File: src/rtl/hcb_pkg.sv
package hcb_pkg;
  typedef enum logic [2:0] {
    S_OUT,
    S_BURST,
    S_XREF,
    S_WAIT,
    S_WCHK,
    S_POLL
  } hcb_state_e;

  localparam logic [1:0] CMD_EXIT  = 2'd0;
  localparam logic [1:0] CMD_XREF  = 2'd1;
  localparam logic [1:0] CMD_BANK  = 2'd2;
  localparam logic [1:0] CMD_PROBE = 2'd3;

  localparam logic [7:0] PROBE_CODE = 8'h07;
endpackage

File: src/rtl/hcb_ctx.sv
module hcb_ctx #(
  parameter int CTL_W = 2,
  parameter int WORK_W = 8,
  parameter logic [CTL_W-1:0] IN_MODE = 1
) (
  input  logic              clk,
  input  logic              rst,
  input  logic              in_kernel,
  input  logic              ev_enter,
  input  logic              ev_exit,
  input  logic              poll_tick,
  input  logic              ext_we,
  input  logic [CTL_W-1:0]  ext_ctl,
  input  logic [WORK_W-1:0] ext_work,
  output logic [CTL_W-1:0]  port_ctl,
  output logic [WORK_W-1:0] work,
  output logic              nib_carry
);
  logic [CTL_W-1:0]  save_ctl;
  logic [WORK_W-1:0] save_work;

  assign nib_carry = (work[3:0] == 4'hF);

  always_ff @(posedge clk) begin
    if (rst) begin
      port_ctl  <= '0;
      work      <= '0;
      save_ctl  <= '0;
      save_work <= '0;
    end else if (ev_enter) begin
      save_ctl  <= port_ctl;
      save_work <= work;
      port_ctl  <= IN_MODE;
    end else if (ev_exit) begin
      port_ctl <= save_ctl;
      work     <= save_work;
    end else if (!in_kernel && ext_we) begin
      port_ctl <= ext_ctl;
      work     <= ext_work;
    end else if (poll_tick) begin
      work <= work + WORK_W'(1);
    end
  end

  // kernel entry switches the port to input mode
  assert_enter_inmode_R3: assert property (@(posedge clk) disable iff (rst)
    ev_enter |=> (port_ctl == IN_MODE));

  // exit brings back both saved values
  assert_exit_restore_R6: assert property (@(posedge clk) disable iff (rst)
    ev_exit |=> (port_ctl == $past(save_ctl) && work == $past(save_work)));
endmodule

File: src/rtl/hcb_seq.sv
module hcb_seq
  import hcb_pkg::*;
#(
  parameter int BURST_LEN = 3,
  parameter int WAIT_LEN = 3
) (
  input  logic       clk,
  input  logic       rst,
  input  logic       kern_enter,
  input  logic       req_valid,
  input  logic [1:0] cmd,
  input  logic       nib_carry,
  output logic       req_ready,
  output logic       refresh,
  output logic       in_kernel,
  output logic       ev_enter,
  output logic       ev_exit,
  output logic       ev_probe,
  output logic       ev_bank,
  output logic       poll_tick
);
  localparam int BCW = (BURST_LEN > 1) ? $clog2(BURST_LEN) : 1;
  localparam int WCW = (WAIT_LEN > 1) ? $clog2(WAIT_LEN) : 1;

  hcb_state_e st;
  logic [BCW-1:0] bcnt;
  logic [WCW-1:0] wcnt;
  logic take;

  assign req_ready = (st == S_POLL) || (st == S_WCHK);
  assign refresh   = (st == S_BURST) || (st == S_XREF) ||
                     ((st == S_WAIT) && (wcnt == '0));
  assign take      = req_valid && req_ready;
  assign in_kernel = (st != S_OUT);
  assign poll_tick = (st == S_POLL);
  assign ev_enter  = (st == S_OUT) && kern_enter;
  assign ev_exit   = (st == S_POLL) && take && (cmd == CMD_EXIT);
  assign ev_probe  = (st == S_POLL) && take && (cmd == CMD_PROBE);
  assign ev_bank   = (st == S_WCHK) && take;

  always_ff @(posedge clk) begin
    if (rst) begin
      st   <= S_OUT;
      bcnt <= '0;
      wcnt <= '0;
    end else begin
      case (st)
        S_OUT: if (kern_enter) begin
          st   <= S_BURST;
          bcnt <= '0;
        end
        S_BURST: begin
          if (bcnt == BCW'(BURST_LEN - 1)) st <= S_POLL;
          else bcnt <= bcnt + BCW'(1);
        end
        S_XREF: begin
          st   <= S_BURST;
          bcnt <= '0;
        end
        S_WAIT: begin
          if (wcnt == WCW'(WAIT_LEN - 1)) st <= S_WCHK;
          else wcnt <= wcnt + WCW'(1);
        end
        S_WCHK: begin
          if (take) begin
            st   <= S_BURST;
            bcnt <= '0;
          end else begin
            st   <= S_WAIT;
            wcnt <= '0;
          end
        end
        S_POLL: begin
          if (take) begin
            case (cmd)
              CMD_EXIT: st <= S_OUT;
              CMD_XREF: st <= S_XREF;
              CMD_BANK: begin
                st   <= S_WAIT;
                wcnt <= '0;
              end
              default: begin
                st   <= S_BURST;
                bcnt <= '0;
              end
            endcase
          end else if (nib_carry) begin
            st   <= S_BURST;
            bcnt <= '0;
          end
        end
        default: st <= S_OUT;
      endcase
    end
  end

  // a taken bank byte is followed by refresh, not by another accept
  assert_bank_then_burst_R10: assert property (@(posedge clk) disable iff (rst)
    ev_bank |=> (refresh && !req_ready));

  // an idle check cycle loops back into a refreshing wait cycle
  assert_wait_retry_R9: assert property (@(posedge clk) disable iff (rst)
    (st == S_WCHK && !req_valid) |=> (refresh && !req_ready));
endmodule

File: src/rtl/hcb_top.sv
module hcb_top
  import hcb_pkg::*;
#(
  parameter int CTL_W = 2,
  parameter int WORK_W = 8,
  parameter int BANK_W = 8,
  parameter int BURST_LEN = 3,
  parameter int WAIT_LEN = 3
) (
  input  logic              clk,
  input  logic              rst,
  input  logic              kern_enter,
  input  logic              ext_we,
  input  logic [CTL_W-1:0]  ext_ctl,
  input  logic [WORK_W-1:0] ext_work,
  input  logic              req_valid,
  output logic              req_ready,
  input  logic [7:0]        req_data,
  output logic              rsp_valid,
  output logic [7:0]        rsp_data,
  output logic              refresh,
  output logic [BANK_W-1:0] bank,
  output logic [CTL_W-1:0]  port_ctl,
  output logic [WORK_W-1:0] work
);
  logic in_kernel, ev_enter, ev_exit, ev_probe, ev_bank, poll_tick, nib_carry;

  hcb_seq #(.BURST_LEN(BURST_LEN), .WAIT_LEN(WAIT_LEN)) u_seq (
    .clk(clk), .rst(rst), .kern_enter(kern_enter), .req_valid(req_valid),
    .cmd(req_data[1:0]), .nib_carry(nib_carry), .req_ready(req_ready),
    .refresh(refresh), .in_kernel(in_kernel), .ev_enter(ev_enter),
    .ev_exit(ev_exit), .ev_probe(ev_probe), .ev_bank(ev_bank),
    .poll_tick(poll_tick)
  );

  hcb_ctx #(.CTL_W(CTL_W), .WORK_W(WORK_W)) u_ctx (
    .clk(clk), .rst(rst), .in_kernel(in_kernel), .ev_enter(ev_enter),
    .ev_exit(ev_exit), .poll_tick(poll_tick), .ext_we(ext_we),
    .ext_ctl(ext_ctl), .ext_work(ext_work), .port_ctl(port_ctl),
    .work(work), .nib_carry(nib_carry)
  );

  always_ff @(posedge clk) begin
    if (rst) begin
      bank      <= '0;
      rsp_valid <= 1'b0;
      rsp_data  <= '0;
    end else begin
      rsp_valid <= ev_probe || ev_bank;
      if (ev_probe) rsp_data <= PROBE_CODE;
      else if (ev_bank) rsp_data <= req_data;
      if (ev_bank) bank <= req_data[BANK_W-1:0];
    end
  end

  // probe answer follows one cycle after acceptance
  assert_probe_rsp_R8: assert property (@(posedge clk) disable iff (rst)
    ev_probe |=> (rsp_valid && rsp_data == PROBE_CODE));

  // a response is a single-cycle pulse
  assert_rsp_pulse_R8: assert property (@(posedge clk) disable iff (rst)
    rsp_valid |=> !rsp_valid);

  // echoed byte equals the new bank
  assert_bank_echo_R10: assert property (@(posedge clk) disable iff (rst)
    ev_bank |=> (rsp_valid && rsp_data[BANK_W-1:0] == bank));

  // bank holds unless a set-bank sequence completes
  assert_bank_hold_R11: assert property (@(posedge clk) disable iff (rst)
    !ev_bank |=> $stable(bank));
endmodule

File: config.mk
export PLATFORM = sky130hd
export DESIGN_NAME = hcb_top
export DESIGN_NICKNAME = d
export VERILOG_FILES = /design/src/rtl/hcb_pkg.sv /design/src/rtl/hcb_ctx.sv /design/src/rtl/hcb_seq.sv /design/src/rtl/hcb_top.sv
export SDC_FILE = /design/constraint.sdc
export NUM_CORES = 1
export LEC_CHECK = 0
export BUFFER_PORTS_ARGS = -buffer_cell sky130_fd_sc_hd__clkbuf_2
export CAP_MARGIN = 5
export CORE_MARGIN = 8
export CORE_UTILIZATION = 53
export DETAILED_ROUTE_END_ITERATION = 7
export PLACE_DENSITY = 0.84
export SETUP_SLACK_MARGIN = 0.2
export SYNTH_ARGS = -nofsm -noshare
export SYNTH_HDL_FRONTEND = slang
export SYNTH_SLANG_ARGS = --single-unit
File: constraint.sdc
create_clock -name clk -period 1.8 [get_ports clk]
set_input_delay 0.36 -clock clk [delete_from_list [all_inputs] [get_ports clk]]
set_output_delay 0.36 -clock clk [all_outputs]
set_load 0.02 [all_outputs]
==> results.toml <==
[run_status]
status = "finished clean"

[logic_synthesis]
synth_cells = 270
synth_edf_count = 0
synth_most_common_cell = "nand2_1"
syn-cell-area_um2 = 2210
synth_area_leaders = "dfxtp_1, nand2_1, a21oi_1"
synth_top_cell_by_area = "dfxtp_1"
async_flop_share = 0
yosys_warnings = 0
seq_area_frac_synth = 0.399
synthTopCellsByCount = "nand2_1, dfxtp_1, a21oi_1, o21ai_0, nor2_1"
synth-seq-cells = 44
synth_top_area_frac = 0.399
synthDistinctLibCells = 48
synthesis.nets = 301
ys.flop_type = "dfxtp_1"
syn_area_per_cell_um2 = 8.18

[cts]
cts-htree-levels = 2
cts.path.max_buffers = 2
root_buffer = "clkbuf_8"
cts_tree = "built"
hold_buffers = 0
path_clk_slew_ps = 80
cts_buffers = 5
worstSkewPairLatency_ps = 310
cts_sinks = 44

[die]
fp-row-count = 23
die_area_um2 = 6490
coreArea_um2 = 4000
die_y_um = 80.6
start_util = 0.552
ios = 52
die_x_um = 80.6

[critical_path]
cp_num_buf_inv = 0
path_cells = "or4b_4 -> nor2_1 -> a31oi_1 -> o31a_1"
cpPeakStageDelay_ps = 640
path_max_fanout = 14
path_delay_family = "simple AND/OR/NAND/NOR gates"
worstPathArrival_ps = 1780
critPathSlowestCell = "or4b_4"
critPathRequiredTime_ps = 2000
crit_type = "reg -> reg"
cp-end-kind = "flop"
start_kind = "flop"

[timing]
rsz0062_at_grt = "true"
fin_crit_sh = 0.876
skew_ps = 5.58
worstMarginPinSlew_ps = 466
setup_violations = 0
finalHoldViolations = 0
slew_violations = 0
min_period_ps = 1580
slew_headroom = 0.688
max_freq_ghz = 0.634

[global_route]
antenna_found_initial = 0
grt_max_degree = 24
grt_usage = 0.182
grt_pass1_wl_um = 9510
grt_pass1_vias = 2080
gr-total-overflow = 0

[pwr]
power_density_nw_per_um2 = 745
power.switching_mw = 0.587
pwr-share-clk = 0.325
totalPowerFinal_mw = 2.05
power_frac_comb = 0.167
p_seq_frac = 0.508
irDropWorstVdd_v = 0.000472
intPower_mw = 1.47
switching_share = 0.286
p_leak_nw = 1.16

[cells_and_area]
nets = 365
register_area_um2 = 896
multi_input_area_um2 = 1230
diodes = 0
fillers = 334
drive_above_1_share = 0.313
syn2layout_area_growth_pct = 24.8
instances_no_fill = 385

[placed_design]
io_buffers = 51
dp_hpwl_um = 4070
dp.cells = 368
gp_congestion = 0.830

[min_path]
hold_path.class = "in -> reg"

[detailed_routing]
wl_um = 6020
drt-initial-drc-count = 125
drc = 0
vias_per_cell = 5.70
vias = 2195
dr.pass1.iters = 4
wire_per_inst_um = 15.6
ant_nets = 0

[run]
drv_cap = 0
-- worst register-to-register path, delay by kind of cell (launching register included) --
family / cells / cell delay [ps]
flops: 1 / 380
simple gates: 2 / 790
compound gates: 2 / 310
-- power by group through the flow --
stage	clock network (mW)	registers (mW)	logic, mW
2_1_floorplan	0	1.08	0.192
3_3_place_gp	0	1.07	0.305
3_5_place_dp	0	1.07	0.310
4_1_cts	0.673	1.04	0.316
5_1_grt	0.713	1.05	0.371
6_report	0.667	1.04	0.343
-- state kept, by name, summed over array words and instances (netlist names) --
signal,count
bank,8
rsp_data,8
u_ctx.save_work,8
u_ctx.work,8
u_seq.st,3
u_ctx.port_ctl,2
u_ctx.save_ctl,2
u_seq.bcnt,2
u_seq.wcnt,2
rsp_valid,1
-- placed cells by master, fill, tap and decap left out, drive strengths merged, types with 2 or more instances in the layout --
| master | count |
|---|---|
| o21ai | 12 |
| nand2 | 55 |
| a221oi | 2 |
| a22oi | 2 |
| o211ai | 3 |
| a211o | 3 |
| dfxtp | 44 |
| or3 | 3 |
| nor3 | 2 |
| nand2b | 5 |
| and3 | 5 |
| o21bai | 2 |
| clkbuf | 56 |
| a21oi | 39 |
| nand3 | 8 |
| ha | 8 |
| o22ai | 2 |
| xor2 | 2 |
| a31oi | 5 |
| nor4b | 2 |
| clkinvlp | 2 |
| and4 | 2 |
| and2 | 3 |
| buf | 24 |
| nand4 | 2 |
| nor2b | 2 |
| nor2 | 10 |
| o21ba | 2 |
| inv | 9 |
| a21o | 2 |
| o2bb2ai | 2 |
-- final cells by class --
type                            count  share of cell area
Clock buffer                        6              0.0300
Inverter                           10              0.0136
Multi-Input combinational cell    199               0.445
Clock inverter                      2             0.00545
Sequential cell                    44               0.325
Timing Repair Buffer               74               0.158
Tap cell                           50              0.0227
-- logic make-up (layout without fill, tap and decap cells) --
family	count (synthesis)	count (layout)	share of synthesized area
AND/OR/NAND/NOR	104	104	0.242
AO/OA/AOI/OAI	83	83	0.237
flip-flops	44	44	0.399
buffers and inverters	27	92	0.0606
adder cells (fa/ha/maj)	8	8	0.0453
XOR/XNOR	3	3	0.0119
multiplexers	1	1	0.00453
-- path summary, 6_finish.rpt --
path | startpoint | endpoint | slack [ps] | cells after the start
hold / removal | req_data[7] | rsp_data[7] | 300 | 3
setup reg to reg | u_seq.st[2] | u_ctx.work[6] | 220 | 4
setup / recovery | u_seq.st[2] | u_ctx.work[6] | 220 | 4
hold reg to reg | rsp_data[7] | rsp_data[7] | 460 | 2
-- what timing repair did --
action | CTS | global route
pin swaps | 1 | 4
buffers inserted | 1 | 8
gates resized for setup | 6 | 17
setup endpoints to repair | 14 | 16
-- per-layer routing --
metal  track usage  part of all wire  vias to the layer above  wire length (um)
li1              -                 -                     1083                 -
met1         0.215              0.42                     1014              2520
met2         0.294              0.48                       89              2880
met3        0.0636             0.082                        9               496
met4        0.0709             0.018                        0               110
met5             0                 0                        -                 0
-- per-stage QoR --
stage | hold WS [ps] | instance area, um2 | TNS (ps) | util | setup slack [ps]
after floorplan | 436 | 2210 | 0 | - | 210
after global placement | 441 | 2530 | -121 | 0.634 | -61.8
after detailed placement | 447 | 2530 | -996 | 0.634 | -187
after CTS | 291 | 2660 | 0 | 0.664 | 130
after global routing | 307 | 2760 | 0 | 0.689 | 162
final | 296 | 2760 | 0 | 0.689 | 224
No activity file was read; power rests on OpenSTA's default activity.
